### src/rtl/sw_ctl_pkg.sv
package sw_ctl_pkg;

    typedef enum logic [0:0] {
        LAT_PASS = 1'b0,
        LAT_HOLD = 1'b1
    } lat_state_e;

    localparam int PIN_COUNT = 3;
    localparam int PIN_DIN   = 0;
    localparam int PIN_SCLK  = 1;
    localparam int PIN_LE    = 2;

endpackage

### src/rtl/sw_ctl_sync.sv
module sw_ctl_sync #(
    parameter int WIDTH  = 3,
    parameter int STAGES = 2
) (
    input  logic             clk,
    input  logic             clr,
    input  logic [WIDTH-1:0] d,
    output logic [WIDTH-1:0] q
);

    logic [WIDTH-1:0] stage [STAGES];

    generate
        for (genvar i = 0; i < STAGES; i++) begin : g_stage
            if (i == 0) begin : g_first
                always_ff @(posedge clk or posedge clr) begin
                    if (clr) stage[i] <= '0;
                    else     stage[i] <= d;
                end
            end else begin : g_next
                always_ff @(posedge clk or posedge clr) begin
                    if (clr) stage[i] <= '0;
                    else     stage[i] <= stage[i-1];
                end
            end
        end
    endgenerate

    assign q = stage[STAGES-1];

endmodule

### src/rtl/sw_ctl_edge.sv
module sw_ctl_edge (
    input  logic clk,
    input  logic clr,
    input  logic lvl,
    output logic rise
);

    logic lvl_q;

    always_ff @(posedge clk or posedge clr) begin
        if (clr) lvl_q <= 1'b0;
        else     lvl_q <= lvl;
    end

    assign rise = lvl & ~lvl_q;

endmodule

### src/rtl/sw_ctl_shift.sv
module sw_ctl_shift #(
    parameter int WIDTH = 8
) (
    input  logic             clk,
    input  logic             clr,
    input  logic             shift_en,
    input  logic             bit_in,
    output logic [WIDTH-1:0] q,
    output logic             ser_out
);

    always_ff @(posedge clk or posedge clr) begin
        if (clr)           q <= '0;
        else if (shift_en) q <= {q[WIDTH-2:0], bit_in};
    end

    assign ser_out = q[WIDTH-1];

endmodule

### src/rtl/sw_ctl_latch.sv
module sw_ctl_latch
    import sw_ctl_pkg::*;
#(
    parameter int WIDTH = 8
) (
    input  logic             clk,
    input  logic             clr,
    input  logic             le_lvl,
    input  logic [WIDTH-1:0] d,
    output logic [WIDTH-1:0] q,
    output lat_state_e       state
);

    lat_state_e       nxt;
    logic [WIDTH-1:0] hold_q;

    always_comb begin
        nxt = state;
        unique case (state)
            LAT_PASS: if (le_lvl)  nxt = LAT_HOLD;
            LAT_HOLD: if (!le_lvl) nxt = LAT_PASS;
            default:  nxt = LAT_PASS;
        endcase
    end

    always_ff @(posedge clk or posedge clr) begin
        if (clr) state <= LAT_PASS;
        else     state <= nxt;
    end

    // capture on the PASS->HOLD transition
    always_ff @(posedge clk or posedge clr) begin
        if (clr)                                hold_q <= '0;
        else if (state == LAT_PASS && le_lvl)   hold_q <= d;
    end

    always_comb begin
        unique case (state)
            LAT_PASS: q = d;
            LAT_HOLD: q = hold_q;
            default:  q = '0;
        endcase
    end

endmodule

### src/rtl/serial_switch_ctl.sv
module serial_switch_ctl
    import sw_ctl_pkg::*;
#(
    parameter int CHANNELS    = 8,
    parameter int SYNC_STAGES = 2
) (
    input  logic                clk,
    input  logic                clr,
    input  logic                sclk,
    input  logic                sdin,
    input  logic                le,
    output logic [CHANNELS-1:0] sw,
    output logic                sdout
);

    logic [PIN_COUNT-1:0] pins_s;
    logic                 din_s;
    logic                 sclk_s;
    logic                 le_s;
    logic                 shift_pulse;
    logic [CHANNELS-1:0]  sreg;
    lat_state_e           lat_st;

    sw_ctl_sync #(.WIDTH(PIN_COUNT), .STAGES(SYNC_STAGES)) u_sync (
        .clk (clk),
        .clr (clr),
        .d   ({le, sclk, sdin}),
        .q   (pins_s)
    );

    assign din_s  = pins_s[PIN_DIN];
    assign sclk_s = pins_s[PIN_SCLK];
    assign le_s   = pins_s[PIN_LE];

    sw_ctl_edge u_edge (
        .clk  (clk),
        .clr  (clr),
        .lvl  (sclk_s),
        .rise (shift_pulse)
    );

    sw_ctl_shift #(.WIDTH(CHANNELS)) u_shift (
        .clk      (clk),
        .clr      (clr),
        .shift_en (shift_pulse),
        .bit_in   (din_s),
        .q        (sreg),
        .ser_out  (sdout)
    );

    sw_ctl_latch #(.WIDTH(CHANNELS)) u_latch (
        .clk    (clk),
        .clr    (clr),
        .le_lvl (le_s),
        .d      (sreg),
        .q      (sw),
        .state  (lat_st)
    );

endmodule

### config.mk
export PLATFORM = sky130hd
export DESIGN_NAME = serial_switch_ctl
export DESIGN_NICKNAME = d
export VERILOG_FILES = /design/src/rtl/sw_ctl_pkg.sv /design/src/rtl/sw_ctl_sync.sv /design/src/rtl/sw_ctl_edge.sv /design/src/rtl/sw_ctl_shift.sv /design/src/rtl/sw_ctl_latch.sv /design/src/rtl/serial_switch_ctl.sv
export SDC_FILE = /design/constraint.sdc
export NUM_CORES = 1
export LEC_CHECK = 0
export BUFFER_PORTS_ARGS = -buffer_cell sky130_fd_sc_hd__buf_2
export CORE_MARGIN = 2
export CORE_UTILIZATION = 45
export CTS_CLUSTER_SIZE = 14
export DETAILED_ROUTE_END_ITERATION = 8
export PLACE_DENSITY = 0.69
export SYNTH_ARGS = -nofsm -noshare
export SYNTH_HDL_FRONTEND = slang
export SYNTH_SLANG_ARGS = --single-unit
### constraint.sdc
create_clock -name clk -period 1.1 [get_ports clk]
set_input_delay 0.055 -clock clk [delete_from_list [all_inputs] [get_ports clk]]
set_output_delay 0.055 -clock clk [all_outputs]
set_load 0.02 [all_outputs]
# Yosys cells after proc, flatten, opt, wreduce, memory -nomap -nowiden
# Index checks and enable logic that the tools add are counted.
[op_classes]
muxes = 2
n_bitwise = 3
reduce_logical = 1
[op_table]
columns = ["operator", "count"]
rows = [
  ["$pmux W8 S2", 1],
  ["$not A1 Y1", 2],
  ["$and A1 B1 Y1", 1],
  ["$logic_and A1 B1 Y1", 1],
  ["$mux W1", 1],
]
[totals]
regBits = 24
in_bits = 5
out_inout_bits = 9
word_cells = 12

# Depth between registers and ports, before layout
# Gate-level depths: netlist (run 1).
[logic_depth]
ltp_word = 2
depth_mapped = 4
mapped_depth_nobuf = 2

# Modules after synthesis
# Synthesis (run 1) repeated with hierarchy kept, for this count alone.
[unflattened]
hier_cells = 61
hier_area_um2 = 1041.0
[by_module_without_submodules]
columns = ["mod", "n_inst", "cells_each", "area_each_um2", "seq_area_each_um2"]
rows = [
  ["sw_ctl_latch", 1, 29, 479.2, 225.2],
  ["sw_ctl_shift", 1, 19, 342.8, 200.2],
  ["sw_ctl_sync", 1, 10, 176.4, 150.1],
  ["sw_ctl_edge", 1, 3, 42.5, 25.0],
]

# Worst setup path after synthesis (run 1)
# No wires, ideal clock.
[synth_path]
path_type = "register -> register"
start = "register u_latch.state"
end = "register u_latch.hold_q[0]"
t_arrival_ps = 1032
slack_ps = -57
path_stages_with_launch = 5
n_path_buf = 2
path_cell_list = "dfrtp_1 buf_6 nand2b_4 buf_6 mux2_4"
[synth_between]
elab_chain_len = 2
[synth_rtl]
columns = ["element", "line_no", "text"]
rows = [
  ["start: declaration", "sw_ctl_latch.sv:11", "output lat_state_e state"],
  ["start signal: assignment", "sw_ctl_latch.sv:28", "else state <= nxt;"],
  ["$not A1 Y1", "sw_ctl_latch.sv:34", "else if (state == LAT_PASS && le_lvl) hold_q <= d;"],
  ["$logic_and A1 B1 Y1", "sw_ctl_latch.sv:34", ""],
  ["end signal: assignment", "sw_ctl_latch.sv:33", "if (clr) hold_q <= '0;"],
  ["end signal: assignment", "sw_ctl_latch.sv:34", ""],
  ["end: declaration", "sw_ctl_latch.sv:15", "logic [WIDTH-1:0] hold_q;"],
]
# Every way passes these cells.
# A chain may end at the register's enable or synchronous reset.

# Worst setup path in the final report (run 1)
[layout_path]
start = "register u_latch.state"
end = "output port sw[1]"
[layout_between]
elab_chain_len = 2
[layout_rtl]
columns = ["element", "line_no", "text"]
rows = [
  ["$not A1 Y1", "sw_ctl_latch.sv:38", "unique case (state)"],
  ["$pmux W8 S2 (*)", "sw_ctl_latch.sv:38", ""],
  ["end: declaration", "serial_switch_ctl.sv:12", "output logic [CHANNELS-1:0] sw,"],
]
# Mark *: on every way between the ends. The rest lies on a longest branch, timed or not.

==> summary.md, run 1 <==
| Metric | Value |
|---|---|
| Vias/cell | 4.72 |
| Share of layout cells above drive strength 1 | 0.633 |
| Final setup fails | 16 |
| Vias in the first global route | 566 |
| CTS tree | built |
| Clock tree buffer depth | 2 |
| Post-synthesis sequential area ratio | 0.631 |
| Ys Warns | 0 |
| Die ar. | 2500 µm² |
| Achievable frequency | 720 MHz |
| Ant. Diodes | 0 |
| Clk Latency, worst-skew pair | 0.31 ns |
| Core area | 1980 µm² |
| Lkg Pwr | 0.661 nW |
| Row count | 16 |
| First-pass DRT Iterations | 3 |
| WL/cell | 14.1 µm |
| Worst slew pin tran | 0.292 ns |
| Final Max Tran Viols | 0 |
| Cell Area, Synth | 952 µm² |
| Placed instance area | 1060 µm² |
| Clock transition at the registers of the reported paths | 0.13 ns |
| CP Capture Type | output port |
| Dpl ws | 0.0480 ns |
| First-pass GRT wire length | 2630 µm |
| Class of the worst hold path | in -> async |
| Most used cell, CP | buf_6 |
| Synth cell types | 8 |
| Overall die width | 50 µm |
| Reg2reg setup slack | -0.23 ns |
| Clock Skews | 0.00814 ns |
| Initial antenna violation count | 0 |
| Period minus WS final | 1.39 ns |
| Yosys reg bits | 24 |
| CP max-delay cell | dfrtp_1 |
| Drt drc | 0 |
| GRT overflow | 0 |
| Area Overhead vs Synth | 35.0% |
| Maxcap violations | 0 |
| Post-DP HPWL | 859 µm |
| CTS root buffer | clkbuf_4 |
| Status | finished, violations left |
| Die height | 50 µm |
| Critical path launch point type | flip-flop |
| Worst EP arrival | 1.33 ns |
| Filler cell count | 146 |
| Total Routing Usage GR | 0.143 |
| Final hold violations | 0 |
| Worst EP required | 1.04 ns |
| CTS Sinks | 24 |
| Total Nets Final | 85 |
| Most frequent cells in the layout | mux2_4, dfrtp_1, buf_6 |
| Post-Synthesis Cells | 54 |
| Largest net degree at the start of global routing | 25 |
| Syn Area/Cell | 17.6 µm² |
| VDD IR max | 1.11 mV |
| Final instance area | 1280 µm² |
| Critical path fanouts, max | 4 |
| Worst-case hold slack | 0.310 ns |
| ANT nets after route | 0 |
| Max incr delay on CP | 0.44 ns |
| Final worst-path cycle share | 1.26 |
| H-tree level count | 1 |
| Slew Limit Headroom | 0.806 |
| I/O Pins | 14 |
| RSZ-0062 raised after global routing | true |
| Via count | 500 |
| Critical path class | reg -> out |
| Inserted Clock Buffers | 3 |
| IO buf count | 13 |
| Final WL | 1500 µm |
| Crit-path cells | buf_6, mux2_4, buf_6 |
| Placer Congestion | 0.681 |
| Pwr dens | 2330 nW/µm² |
| Post-route setup slack | -0.289 ns |
| Failing checks | setup timing |
| Syn nets | 59 |
| First DRT Iteration DRCs | 1 |
| Starting Density | 0.480 |
-- layer usage --
| metal | up-vias | global-route usage | routed length (µm) |
|---|---|---|---|
| li1 | 235 | - | - |
| met1 | 255 | 0.185 | 685 |
| met2 | 10 | 0.230 | 764 |
| met3 | 0 | 0.0273 | 45 |
| met4 | 0 | 0.0694 | 0 |
| met5 | - | 0 | 0 |
-- what timing repair did --
action | CTS | global route
buffers inserted | 1 | 1
gates cloned | 0 | 0
resized for setup | 26 | 11
endpoints found under the setup margin | 8 | 24
hold buffers | 4 | 0
hold endpoints to repair | 27 | 0
-- sequential cells by signal, indices dropped and copies added (netlist names) --
name            cells
u_sync.q            3
u_shift.q           8
u_sync.stage        3
u_edge.lvl_q        1
u_latch.hold_q      8
u_latch.state       1
-- final timing paths --
path	from	endpoint	depth (start not counted)
worst min-delay path	clr	u_sync.stage[3]$_DFF_PP0_	4
max in group asynchronous	clr	u_shift.q[0]$_DFFE_PP0P_	4
worst max-delay path	u_latch.state$_DFF_PP0_	sw[1]	3
worst max register to register	u_latch.state$_DFF_PP0_	u_latch.hold_q[6]$_DFFE_PP0P_	4
worst min register to register	u_sync.stage[5]$_DFF_PP0_	u_sync.q[2]$_DFF_PP0_	0
min in group clk	u_sync.stage[5]$_DFF_PP0_	u_sync.q[2]$_DFF_PP0_	0
-- cell families after synthesis --
group                  after synthesis  share of synthesized area
DFF                                 24                      0.631
buffers and inverters                4                     0.0328
and+or+nand+nor                      2                     0.0210
muxes                               24                      0.315
-- through the flow --
stage	util	setup TNS (ns)	std cells	power (W)
finish	0.648	-4.01	106	0.00300
global route	0.648	-4.80	106	0.00317
CTS	0.622	-3.02	105	0.00292
detailed placement	0.535	0	96	0.00218
global placement	0.535	0	96	0.00216
floorplan	-	-0.455	54	0.00195
-- synthesized netlist by cell type --
| library cell | number | area (µm²) |
|---|---|---|
| nand2b_1 | 1 | 6.26 |
| mux2_2 | 16 | 180 |
| buf_6 | 2 | 22.5 |
| dfrtp_1 | 24 | 601 |
| buf_2 | 1 | 5.00 |
| nand2b_4 | 1 | 13.8 |
| inv_1 | 1 | 3.75 |
| mux2_4 | 8 | 120 |
-- power by group --
group | switching [W] | internal, W
clock network | 0.000252 | 0.000202
registers | 0.000214 | 0.00114
logic | 0.000406 | 0.000786
-- worst max-delay path, delay by kind of cell (launching register included) --
| kind | cells | cell delay, ns |
|---|---|---|
| buffers and inverters | 2 | 0.29 |
| multiplexers | 1 | 0.30 |
| flip-flops | 1 | 0.44 |
-- cell type report --
class                      instances  area [µm²]  area share
clock buffer                       4        36.3      0.0282
inverter                           1        3.75     0.00292
multi-input combinational         26         388       0.302
sequential                        24         601       0.467
tap                               27        33.8      0.0263
timing repair buffer              24         223       0.173
(Power assumes the default switching activity.)
==> run 2: changes to the inputs <==
--- a/config.mk
+++ b/config.mk
@@ -10,7 +10,7 @@
 export CORE_UTILIZATION = 45
 export CTS_CLUSTER_SIZE = 14
 export DETAILED_ROUTE_END_ITERATION = 8
-export PLACE_DENSITY = 0.69
+export PLACE_DENSITY = 0.66
 export SYNTH_ARGS = -nofsm -noshare
 export SYNTH_HDL_FRONTEND = slang
 export SYNTH_SLANG_ARGS = --single-unit
==> summary.md, run 2 (synthesis gave the netlist of run 1 again) <==
| Metric | Value |
|---|---|
| Status | finished, violations left |
| Failing checks | setup timing |
| Most common cell after layout, fill and taps aside | dfrtp_1 |
| Most used cell, CP | buf_6 |
| Clock tree buffer depth | 2 (unchanged) |
| Initial antenna violation count | 0 (unchanged) |
| Sw Share | 0.291 (about the same) |
| Worst EP arrival | 1.30 ns (-0.03 ns) |
| Placer Congestion | 0.652 (-4.2%) |
| Via count | 491 (-1.8%) |
| CTS root buffer | clkbuf_4 |
| Drt drc | 0 (unchanged) |
| First DRT Iteration DRCs | 6 (+5) |
| First-pass DRT Iterations | 2 (-1) |
| Final setup fails | 8 (-8) |
| Core area | 1980 µm² (unchanged) |
| Area Overhead vs Synth | 30.2% |
| Vias/cell | 4.72 (about the same) |
| Largest net degree at the start of global routing | 25 (unchanged) |
| Total Routing Usage GR | 0.140 (-0.00351) |
| Placed instance area | 1060 µm² (unchanged) |
| Inserted Clock Buffers | 3 (unchanged) |
| Critical path launch point type | flip-flop |
| Class of the worst hold path | in -> async |
| Reg2reg setup slack | 0.03 ns (+0.26 ns) |
| CP Capture Type | output port |
| Overall die width | 50 µm (unchanged) |
| Combinational Power Share | 0.390 (-0.008) |
| Final instance area | 1240 µm² (-3.5%) |
| H-tree level count | 1 (unchanged) |
| Cell internal pwr | 0.00206 W (-2.9%) |
| Overall Power | 0.00291 W (-2.9%) |
| Fin util | 0.626 (-0.0227) |
| Max incr delay on CP | 0.43 ns (about the same) |
| Maxcap violations | 0 (unchanged) |
| ANT nets after route | 0 (unchanged) |
| NetSw | 0.000846 W (-3.0%) |
| Ant. Diodes | 0 (unchanged) |
| Pwr dens | 2350 nW/µm² (+0.58%) |
| Critical path fanouts, max | 4 (unchanged) |
| Clk Latency, worst-skew pair | 0.29 ns (-0.02 ns) |
| Reg-to-reg endpoint | u_latch.hold_q[3]$_DFFE_PP0P_ |
| Clock network power share | 0.149 (-0.002) |
| Starting Density | 0.480 (unchanged) |
| CTS tree | built |
| Crit-path leading delay family | flip-flops |
| Worst slew pin tran | 0.287 ns (-0.00457 ns) |
| Die height | 50 µm (unchanged) |
| RSZ-0062 raised after global routing | true |
| IO buf count | 13 (unchanged) |
| Placed Cells | 96 (unchanged) |
| Slew Limit Headroom | 0.809 (+0.00305) |
| Register share of total power | 0.461 (+0.010) |
| Setup bufs post-CTS | 0 (-1) |
| WL/cell | 13.6 µm (-3.3%) |
| Final WL | 1420 µm (-5.2%) |
| Crit path from | u_latch.state$_DFF_PP0_ |
| Vias in the first global route | 565 (-0.18%) |
| Crit path buf inv count | 2 (unchanged) |
| Row count | 16 (unchanged) |
| Post-route setup slack | -0.258 ns (+0.0307 ns) |
| Clock transition at the registers of the reported paths | 0.12 ns (about the same) |
| Largest registers | u_latch.hold_q: 8 flops, u_shift.q: 8 flops |
| I/O Pins | 14 (unchanged) |
| Lkg Pwr | 0.617 nW (-6.6%) |
| Most frequent cells in the layout | dfrtp_1, mux2_4, buf_6 |
| Critical path class | reg -> out |
| Die ar. | 2500 µm² (unchanged) |
| VDD IR max | 1.06 mV (-4.4%) |
| Share of layout cells above drive strength 1 | 0.623 (-0.00953) |
| Final hold violations | 0 (unchanged) |
| Final Max Tran Viols | 0 (unchanged) |
| Crit Reg-Reg Startpoint | u_latch.state$_DFF_PP0_ |
| R2R cell count | 2 (-2) |
| Achievable frequency | 736 MHz (+2.3%) |
| CTS Sinks | 24 (unchanged) |
| Crit-path cells | buf_6, mux2_4, buf_6 |
| GRT overflow | 0 (unchanged) |
| Worst EP required | 1.04 ns (about the same) |
| Clock Skews | 0.00184 ns (-0.00630 ns) |
| Finished Layout Cells | 104 (-1.9%) |
| First-pass GRT wire length | 2550 µm (-2.9%) |
| Period minus WS final | 1.36 ns (-0.0307 ns) |
| CP max-delay cell | dfrtp_1 |
| Final worst-path cycle share | 1.23 (-0.0279) |
| Total Nets Final | 83 (-2.4%) |
[run 2: cell count changes in the layout (fill, tap and decap cells not counted)]
cell and delta:
buf_4 -1, mux2_4 -7, buf_6 -1, mux2_2 +7
[run 2: what timing repair did]
item | 4_1_cts | 5_1_grt
gates resized for setup | 26 | 3
hold buffers | 4 | 0
hold endpoints to repair | 27 | 0
setup endpoints to repair | 8 | 21
[run 2: power groups by stage]
stage,Combinational [W],Clock [W],Sequential (W)
5_1_grt,0.00120,0.000501,0.00139
3_5_place_dp,0.000843,0,0.00134
4_1_cts,0.00112,0.000456,0.00133
3_3_place_gp,0.000828,0,0.00134
6_report,0.00114,0.000433,0.00134
2_1_floorplan,0.000645,0,0.00130
[run 2: per-layer routing]
layer,global-route usage,part of all wire,vias to the layer above,wire (µm)
met2,0.257,0.54,9,760
met5,0,0,-,0
met3,0.0273,0.024,2,34
met1,0.162,0.43,250,610
met4,0.0417,0.0092,0,13
li1,-,-,230,-
[run 2: cell type report]
type	instances	area, µm²
fillers	145	742
flip-flops and latches	24	601
multi-input cells	26	362
repair buffers	22	204
clock buffers	4	36.3
well taps	27	33.8
inverters	1	3.75
[run 2: tightest hold or removal path, delay by kind of cell]
kind / cells / cell delay, ns
buffers and inverters: 4 / 0.97
[run 2: worst max-delay path by stage]
stage	to	slack [ns]	cells past startpoint
floorplan	u_latch.hold_q[0]$_DFFE_PP0P_	-0.06	4
global placement	u_shift.q[4]$_DFFE_PP0P_	0.06	3
detailed placement	u_shift.q[7]$_DFFE_PP0P_	0.03	3
CTS	sw[2]	-0.27	3
global route	sw[1]	-0.33	3
finish	sw[3]	-0.26	3
[run 2: per-stage QoR]
step           setup slack, ns  setup TNS [ns]  hold slack (ns)
3_3_place_gp            0.0626               0            0.107
3_5_place_dp            0.0306               0            0.110
6_report                -0.258           -2.01            0.318
2_1_floorplan          -0.0569          -0.455           0.0696
5_1_grt                 -0.328           -2.69            0.368
4_1_cts                 -0.275           -2.14            0.324
